## src/rtl/fr_pkg.sv

```systemverilog
package fr_pkg;
    localparam int PAGE_BITS = 12;
    localparam int OFS_BITS  = 9;
    localparam int FLAT_BITS = 20;
    localparam int ADDR_BITS = 24;
    localparam int HDR_BITS  = 8 + ADDR_BITS + 8;
    localparam int LEN_W     = $clog2(HDR_BITS + 1);
    localparam logic [7:0] OP_FAST = 8'h0B;
    localparam logic [7:0] OP_SLOW = 8'h03;

    typedef enum logic [2:0] {
        ST_IDLE,
        ST_LOW,
        ST_HIGH,
        ST_TRAIL,
        ST_DONE
    } rd_state_e;
endpackage

```

## src/rtl/fr_hdr.sv

```systemverilog
module fr_hdr
    import fr_pkg::*;
(
    input  logic                 fast_i,
    input  logic                 page264_i,
    input  logic [PAGE_BITS-1:0] page_i,
    input  logic [OFS_BITS-1:0]  offset_i,
    input  logic [FLAT_BITS-1:0] flat_i,
    output logic [HDR_BITS-1:0]  word_o,
    output logic [LEN_W-1:0]     len_o
);
    localparam int PAD_PAGED = ADDR_BITS - PAGE_BITS - OFS_BITS;
    localparam int PAD_FLAT  = ADDR_BITS - FLAT_BITS;

    logic [ADDR_BITS-1:0] addr;

    always_comb begin
        if (page264_i) begin
            addr = {{PAD_PAGED{1'b0}}, page_i, offset_i};
        end else begin
            addr = {{PAD_FLAT{1'b0}}, flat_i};
        end
        word_o = {(fast_i ? OP_FAST : OP_SLOW), addr, 8'h00};
        len_o  = fast_i ? LEN_W'(HDR_BITS) : LEN_W'(HDR_BITS - 8);
    end
endmodule

```

## src/rtl/fr_tick.sv

```systemverilog
module fr_tick #(
    parameter int DIV_W = 8
) (
    input  logic             clk,
    input  logic             rst_n,
    input  logic             run_i,
    input  logic [DIV_W-1:0] div_i,
    output logic             tick_o
);
    logic [DIV_W-1:0] cnt_q;

    assign tick_o = run_i && (cnt_q == div_i);

    always_ff @(posedge clk or negedge rst_n) begin
        if (!rst_n) begin
            cnt_q <= '0;
        end else if (!run_i || tick_o) begin
            cnt_q <= '0;
        end else begin
            cnt_q <= cnt_q + 1'b1;
        end
    end

    // the phase counter never passes the captured half-period limit
    p_tick_bound_r6: assert property (@(posedge clk) disable iff (!rst_n)
        run_i |-> (cnt_q <= div_i));
endmodule

```

## src/rtl/fr_rxbyte.sv

```systemverilog
module fr_rxbyte (
    input  logic       clk,
    input  logic       rst_n,
    input  logic       shift_i,
    input  logic       bit_i,
    input  logic       last_i,
    output logic [7:0] data_o,
    output logic       valid_o
);
    logic [7:0] sr_q;

    always_ff @(posedge clk or negedge rst_n) begin
        if (!rst_n) begin
            sr_q    <= '0;
            data_o  <= '0;
            valid_o <= 1'b0;
        end else begin
            valid_o <= shift_i && last_i;
            if (shift_i) begin
                sr_q <= {sr_q[6:0], bit_i};
                if (last_i) begin
                    data_o <= {sr_q[6:0], bit_i};
                end
            end
        end
    end

    // a byte strobe never lasts more than one cycle
    p_valid_single_r8: assert property (@(posedge clk) disable iff (!rst_n)
        valid_o |=> !valid_o);
endmodule

```

## src/rtl/flash_stream_reader.sv

```systemverilog
module flash_stream_reader
    import fr_pkg::*;
#(
    parameter int CNT_W = 16,
    parameter int DIV_W = 8
) (
    input  logic                 clk,
    input  logic                 rst_n,
    input  logic                 start_i,
    input  logic                 fast_i,
    input  logic                 page264_i,
    input  logic [DIV_W-1:0]     div_i,
    input  logic [PAGE_BITS-1:0] page_i,
    input  logic [OFS_BITS-1:0]  offset_i,
    input  logic [FLAT_BITS-1:0] flat_addr_i,
    input  logic [CNT_W-1:0]     count_i,
    output logic                 busy_o,
    output logic                 done_o,
    output logic                 cs_n_o,
    output logic                 sclk_o,
    output logic                 mosi_o,
    input  logic                 miso_i,
    output logic [7:0]           data_o,
    output logic                 data_valid_o
);
    rd_state_e            state_q, state_d;
    logic                 tick;
    logic                 running;
    logic                 launch;
    logic                 last_bit;
    logic                 sample_en;
    logic [DIV_W-1:0]     div_q;
    logic [HDR_BITS-1:0]  hdr_word;
    logic [HDR_BITS-1:0]  hdr_sr;
    logic [LEN_W-1:0]     hdr_len;
    logic [LEN_W-1:0]     hdr_left;
    logic [2:0]           bitpos;
    logic [CNT_W-1:0]     bytes_left;

    assign running   = (state_q == ST_LOW) || (state_q == ST_HIGH) || (state_q == ST_TRAIL);
    assign launch    = (state_q == ST_IDLE) && start_i && (count_i != '0);
    assign last_bit  = (hdr_left == '0) && (bitpos == 3'd7) && (bytes_left == CNT_W'(1));
    assign sample_en = (state_q == ST_LOW) && tick && (hdr_left == '0);

    fr_hdr u_hdr (
        .fast_i    (fast_i),
        .page264_i (page264_i),
        .page_i    (page_i),
        .offset_i  (offset_i),
        .flat_i    (flat_addr_i),
        .word_o    (hdr_word),
        .len_o     (hdr_len)
    );

    fr_tick #(.DIV_W(DIV_W)) u_tick (
        .clk    (clk),
        .rst_n  (rst_n),
        .run_i  (running),
        .div_i  (div_q),
        .tick_o (tick)
    );

    fr_rxbyte u_rx (
        .clk     (clk),
        .rst_n   (rst_n),
        .shift_i (sample_en),
        .bit_i   (miso_i),
        .last_i  (bitpos == 3'd7),
        .data_o  (data_o),
        .valid_o (data_valid_o)
    );

    // state register
    always_ff @(posedge clk or negedge rst_n) begin
        if (!rst_n) begin
            state_q <= ST_IDLE;
        end else begin
            state_q <= state_d;
        end
    end

    // next-state decode
    always_comb begin
        state_d = state_q;
        unique case (state_q)
            ST_IDLE: begin
                if (start_i) begin
                    state_d = (count_i == '0) ? ST_DONE : ST_LOW;
                end
            end
            ST_LOW: begin
                if (tick) state_d = ST_HIGH;
            end
            ST_HIGH: begin
                if (tick) state_d = last_bit ? ST_TRAIL : ST_LOW;
            end
            ST_TRAIL: begin
                if (tick) state_d = ST_DONE;
            end
            ST_DONE: state_d = ST_IDLE;
            default: state_d = ST_IDLE;
        endcase
    end

    // outputs
    always_comb begin
        cs_n_o = !running;
        busy_o = running;
        sclk_o = (state_q == ST_HIGH);
        done_o = (state_q == ST_DONE);
        mosi_o = running && hdr_sr[HDR_BITS-1];
    end

    // bit-stream datapath
    always_ff @(posedge clk or negedge rst_n) begin
        if (!rst_n) begin
            hdr_sr     <= '0;
            hdr_left   <= '0;
            bitpos     <= '0;
            bytes_left <= '0;
            div_q      <= '0;
        end else if (launch) begin
            hdr_sr     <= hdr_word;
            hdr_left   <= hdr_len;
            bitpos     <= '0;
            bytes_left <= count_i;
            div_q      <= div_i;
        end else if ((state_q == ST_HIGH) && tick) begin
            hdr_sr <= {hdr_sr[HDR_BITS-2:0], 1'b0};
            if (hdr_left != '0) begin
                hdr_left <= hdr_left - 1'b1;
            end else begin
                bitpos <= bitpos + 1'b1;
                if (bitpos == 3'd7) begin
                    bytes_left <= bytes_left - 1'b1;
                end
            end
        end
    end

    // data towards the flash only moves on a falling clock edge
    p_mosi_hold_r6: assert property (@(posedge clk) disable iff (!rst_n)
        (sclk_o && $past(sclk_o)) |-> $stable(mosi_o));

    // chip select only returns high into the completion cycle
    p_cs_rise_done_r7: assert property (@(posedge clk) disable iff (!rst_n)
        ($past(!cs_n_o) && cs_n_o) |-> done_o);

    // received bytes appear only during the data phase of a transfer
    p_valid_in_data_r8: assert property (@(posedge clk) disable iff (!rst_n)
        data_valid_o |-> (!cs_n_o && (hdr_left == '0)));

    // done is a single-cycle pulse
    p_done_pulse_r9: assert property (@(posedge clk) disable iff (!rst_n)
        done_o |=> !done_o);

    // an empty request completes at once with chip select high
    p_zero_count_r10: assert property (@(posedge clk) disable iff (!rst_n)
        ((state_q == ST_IDLE) && start_i && (count_i == '0)) |=> (done_o && cs_n_o));
endmodule

```

## config.mk

```make
export PLATFORM = sky130hd
export DESIGN_NAME = flash_stream_reader
export DESIGN_NICKNAME = d
export VERILOG_FILES = /design/src/rtl/fr_pkg.sv /design/src/rtl/fr_hdr.sv /design/src/rtl/fr_tick.sv /design/src/rtl/fr_rxbyte.sv /design/src/rtl/flash_stream_reader.sv
export SDC_FILE = /design/constraint.sdc
export NUM_CORES = 1
export LEC_CHECK = 0
export CORE_MARGIN = 2
export CORE_UTILIZATION = 45
export DETAILED_ROUTE_END_ITERATION = 10
export HOLD_SLACK_MARGIN = 0.1
export PLACE_DENSITY = 0.7
export RECOVER_POWER = 100
export SLEW_MARGIN = 20
export SYNTH_ARGS = -nofsm -noshare
export SYNTH_HDL_FRONTEND = slang
export SYNTH_SLANG_ARGS = --single-unit
```

## constraint.sdc

```tcl
create_clock -name clk -period 4.5 [get_ports clk]
set_input_delay 1.35 -clock clk [delete_from_list [all_inputs] [get_ports clk]]
set_output_delay 1.35 -clock clk [all_outputs]
set_load 0.005 [all_outputs]
```

# Yosys cells after proc, flatten, opt, wreduce, memory -nomap -nowiden
# Index checks and enable logic that the tools add are counted.
[totals]
rom_bits = 0
mem_count = 0
wordCells = 76
ram_bits = 0
out_inout_bits = 14
register_bits = 100
latchBits = 0
[classes]
n_mux = 23
n_addsub = 4
n_lt_le_gt_ge = 0
div = 0
bitwise_logic = 0
eq_ne = 12
multipliers = 0
n_reduce_logical = 27
shifts = 0
[op_table]
columns = ["op", "count"]
rows = [
  ["40-bit 2-to-1 mux", 2],
  ["16-bit 2-to-1 mux", 4],
  ["3-bit 2-to-1 mux", 8],
  ["21-bit 2-to-1 mux", 1],
  ["6-bit 2-to-1 mux", 3],
  ["16-bit by 1-bit == test with 1-bit output, second input constant", 1],
  ["16-bit logical NOT", 1],
  ["16-bit nonzero test", 1],
  ["16-bit by 1-bit subtractor with 16-bit output, second input constant", 1],
  ["3-bit one-hot mux with 4 select lines", 1],
  ["1-bit logical AND", 10],
  ["8-bit by 1-bit adder with 8-bit output, second input constant", 1],
  ["8-bit == test", 1],
  ["4-bit 2-to-1 mux", 2],
  ["8-bit 2-to-1 mux", 1],
  ["2-bit != test, second input constant", 4],
  ["3-bit by 2-bit == test with 1-bit output, second input constant", 2],
  ["3-bit == test, second input constant", 2],
  ["6-bit logical NOT", 1],
  ["2-bit AND reduction", 3],
  ["2-bit nonzero test", 3],
  ["6-bit nonzero test", 1],
  ["6-bit by 1-bit subtractor with 6-bit output, second input constant", 1],
  ["4-bit AND reduction", 1],
  ["8 further kinds", 10],
]

# Longest topological paths before layout
[depth]
word_depth = 7
depth_mapped = 8
mapped_depth_nobuf = 7

# Cells and area by module
# A second synthesis with hierarchy kept.
[unflattened]
hier_cells = 526
area_unflattened_um2 = 5320.1
[modules_own_cells]
columns = ["mod", "seq_area_each_um2", "cells_each", "area_each_um2", "n_inst"]
rows = [
  ["flash_stream_reader", 1901.8, 396, 3664.8, 1],
  ["fr_rxbyte", 400.4, 34, 634.4, 1],
  ["fr_hdr", 0.0, 50, 520.5, 1],
  ["fr_tick", 200.2, 46, 500.5, 1],
]

# Worst setup path after synthesis
# Ideal clock, no wire load.
[synth_timing]
path_kind = "in2reg"
start = "input count_i[3]"
end = "register hdr_sr[11]"
required_ns = 4.374
path_stages = 7
arrival_ns = 2.689
path_slack_ns = 1.685
path_cell_list = "nor4_1 -> and4_1 -> or2_2 -> clkbuf_1 -> clkbuf_1 -> nor2_1 -> a221o_1"
[synth_via]
elab_chain_len = 3
[synth_rtl]
columns = ["item", "line_no", "source"]
rows = [
  ["from (decl)", "flash_stream_reader.sv:16", "input logic [CNT_W-1:0] count_i,"],
  ["16-bit nonzero test *", "flash_stream_reader.sv:41", "assign launch = (state_q == ST_IDLE) && start_i && (count_i != '0);"],
  ["1-bit logical AND *", "flash_stream_reader.sv:41", ""],
  ["40-bit 2-to-1 mux / 2-bit nonzero test (equally long branches)", "-", ""],
  ["to (signal assigned)", "flash_stream_reader.sv:123", "hdr_sr <= hdr_word;"],
  ["to (signal assigned)", "flash_stream_reader.sv:129", "hdr_sr <= {hdr_sr[HDR_BITS-2:0], 1'b0};"],
  ["to (decl)", "flash_stream_reader.sv:34", "logic [HDR_BITS-1:0] hdr_sr;"],
]
# Mark *: on every way between the ends. The rest lies on a longest branch, timed or not.
# A chain may end at the register's enable or synchronous reset.

# Worst setup path after layout
[layout_timing]
start = "input count_i[1]"
end = "register bytes_left[8]"
[layout_via]
elab_chain_len = 4
[layout_rtl]
columns = ["item", "line_no", "source"]
rows = [
  ["16-bit nonzero test *", "flash_stream_reader.sv:41", ""],
  ["1-bit logical AND *", "flash_stream_reader.sv:41", ""],
  ["2-bit != test (no source line) / 2-bit nonzero test (equally long branches)", "-", ""],
  ["3-bit AND reduction (no source line)", "-", ""],
  ["to (signal assigned)", "flash_stream_reader.sv:126", "bytes_left <= count_i;"],
  ["to (signal assigned)", "flash_stream_reader.sv:135", "bytes_left <= bytes_left - 1'b1;"],
  ["to (decl)", "flash_stream_reader.sv:38", "logic [CNT_W-1:0] bytes_left;"],
]
# Marks and branches as above.

==> flow_metrics.py <==
metrics = {
    "power_and_ir_drop": {
        "cellLeakagePower_nw": 2.551,
        "p_per_area_nw_per_um2": 262.7,
        "ir_worst_vdd_mv": 0.1350,
    },
    "drt": {
        "drtPass1Iterations": 5,
        "wl_per_cell_um": 15.02,
        "antenna_left": 0,
        "drt_iter0_drc": 235,
        "met1_length_mm": 4.939,
        "viasPerCell": 5.476,
        "routed_wirelength_mm": 10.09,
        "route.detailed.drc": 0,
        "dr_wl_met3_um": 448,
        "num_vias": 3680,
        "wl_met2_mm": 4.614,
        "dr.max_layer_used": "met4",
    },
    "timing": {
        "grt_setup_unrepaired": "no",
        "maxSlewViolCount": 40,
        "period_share_pct": 83.76,
        "tightest_slew_ns": 2.145,
        "slew_headroom_pct": -43.02,
        "tns_ns": 0,
        "final_hold_viol_count": 0,
        "timing.hold.ws_ns": 0.5037,
        "period_minus_slack_ns": 3.769,
        "fmax_mhz": 265.3,
        "final.setup.worst_slack_ns": 0.7307,
        "clock_skew_ns": 0.01094,
        "finalSetupViolCount": 0,
    },
    "synthesis": {
        "synth_area_um2": 4669,
        "syn_area_per_cell_um2": 10.33,
        "netlist_top_cells_area": "dfrtp_1 (49%), nand2_1 (5.2%), mux2i_1 (5.1%), a221o_1 (4.3%), mux2_2 (3.6%)",
        "ys_types": 55,
        "ys_async_sr_fraction_pct": 100.0,
        "synth_top_area_share_pct": 49.30,
        "seq_area_frac_synth_pct": 49.30,
        "synth_edf_count": 0,
        "ys_ff_latch": 92,
        "ys.flop_type": "dfrtp_1",
        "yosysWarnings": 0,
        "syn_inst": 452,
        "yosys.area.top_type": "dfrtp_1",
        "syn_nets": 530,
    },
    "clocking": {
        "cts_setup_buffers": 0,
        "cts-resized-gates": 0,
        "clk_path_buf_depth": 2,
        "cts_tree": "yes",
        "path_clk_slew_ns": 0.10,
        "clk_latency_ns": 0.37,
        "clock-root-buffer": "clkbuf_8",
        "cts_inserted_buffers": 9,
        "hold_buffers": 0,
        "htree_levels": 3,
        "clock_sinks": 92,
    },
    "layout": {
        "multi_input_area_um2": 2208,
        "instances_no_fill": 672,
        "antenna_cells": 0,
        "area_growth_pct": 24.30,
        "utilization_pct": 56.99,
        "seqCellArea_um2": 2302,
        "fill_cells": 928,
        "layout.nets": 609,
        "drive_gt1_share_pct": 10.26,
    },
    "worst_setup_path": {
        "cp.arrival_ns": 4.00,
        "end_kind": "flip-flop",
        "worstSetupPathType": "in2reg",
        "crit_required_ns": 4.73,
        "startpoint_type": "primary input",
        "crit_fanout": 22,
    },
    "placement": {
        "hpwl_mm": 7.452,
        "place.port_buffers": 84,
        "dp.cells": 656,
        "dp_slack_ns": 0.6679,
        "place_congestion": 0.7974,
    },
    "floorplanning": {
        "dieArea_um2": 11210,
        "row_count": 37,
        "dieWidth_um": 105.9,
        "start_util_pct": 45.85,
        "dieHeight_um": 105.9,
        "core_area_um2": 10180,
        "io_pins": 85,
    },
    "grt": {
        "grt_use_total_pct": 18.90,
        "grt_first_pass_wirelength_mm": 17.21,
        "grt_overflow": 0,
        "antenna_found_initial": 0,
        "grt_max_degree": 40,
        "first_global_vias": 3704,
    },
    "hold_path": {
        "hold_class": "reg2reg",
    },
    "flow_run": {
        "maxCapViolations": 1,
    },
    "run_status": {
        "violations": "capacitance limit, slew limit",
        "status": "complete, but fails checks",
    },
}
[cell type report]
| cell class | instances | area share (%) |
|---|---|---|
| multi-input cells | 327 | 38.05 |
| clock buffers | 9 | 2.134 |
| well taps | 136 | 2.932 |
| flip-flops and latches | 92 | 39.66 |
| repair buffers | 92 | 15.07 |
| clock inverters | 7 | 1.574 |
| inverters | 9 | 0.5820 |
[final timing paths]
kind / depth (start not counted) / start / to / slack (ns)
worst max-delay path: 6 / count_i[1] / bytes_left[8] / 0.73
worst min-delay path: 2 / hdr_sr[33] / hdr_sr[33] / 0.50
worst max register to register: 7 / hdr_left[0] / u_rx.data_o[3] / 1.58
worst min register to register: 2 / hdr_sr[33] / hdr_sr[33] / 0.50
max in group asynchronous: 2 / rst_n / hdr_sr[27] / 1.28
min in group asynchronous: 1 / rst_n / u_tick.cnt_q[2] / 1.59
[per-stage QoR]
| step | power (mW) | instance area [um2] |
|---|---|---|
| finish | 1.525 | 5804 |
| CTS | 1.544 | 5857 |
| global placement | 0.9449 | 5642 |
| detailed placement | 0.9459 | 5642 |
| floorplan | 0.8606 | 4669 |
| global route | 1.579 | 5804 |
[metal layers]
layer	track usage, %	vias to the layer above
li1	-	1789
met1	26.38	1793
met2	30.00	89
met3	4.576	9
met4	4.229	0
met5	0	-
[cells in the mapped netlist, drive strengths merged, types with 10 or more instances]
library cell  count
nand3            19
a221o            20
a21oi            14
clkbuf           14
xnor2            13
buf              10
o21ai            13
nor2             43
mux2             15
mux2i            24
dfrtp            92
nor4             11
nand2            66
[kinds of logic after synthesis]
family	after synthesis	synth area share, %
flops	92	49.30
fa+ha+maj	7	1.876
buf+inv	33	2.840
simple gates	186	21.36
xor+xnor	22	4.127
compound gates	73	11.74
mux	39	8.762
[cells in the final DEF, fill, tap and decap left out, types with 14 or more instances in the layout]
master,synthesis,layout
mux2_2,15,15
nand2_1,65,66
a21oi_1,14,14
mux2i_1,24,24
nand3_1,18,18
nor2_1,43,43
dfrtp_1,92,92
a221o_1,20,20
clkdlybuf4s50_1,0,70
[worst max-delay path, stage by stage]
cell	delay, ns
dlygate4sd3_1	0.55
nor4_1	0.08
and4_1	0.23
nor2_1	1.03
clkbuf_2	0.57
o21ai_0	0.18
[state kept, by name, indices dropped and copies added, names as in the netlist]
signal,flops
bitpos,3
bytes_left,16
div_q,8
hdr_left,6
hdr_sr,32
state_q,3
u_rx.data_o,8
u_rx.sr_q,7
u_rx.valid_o,1
u_tick.cnt_q,8
[power by group]
group | switching [mW] | leakage [nW] | internal (mW)
logic | 0.0361 | 1.27 | 0.0625
clock network | 0.328 | 0.106 | 0.271
registers | 0.000158 | 1.18 | 0.827
No activity file was read; power rests on OpenSTA's default activity.
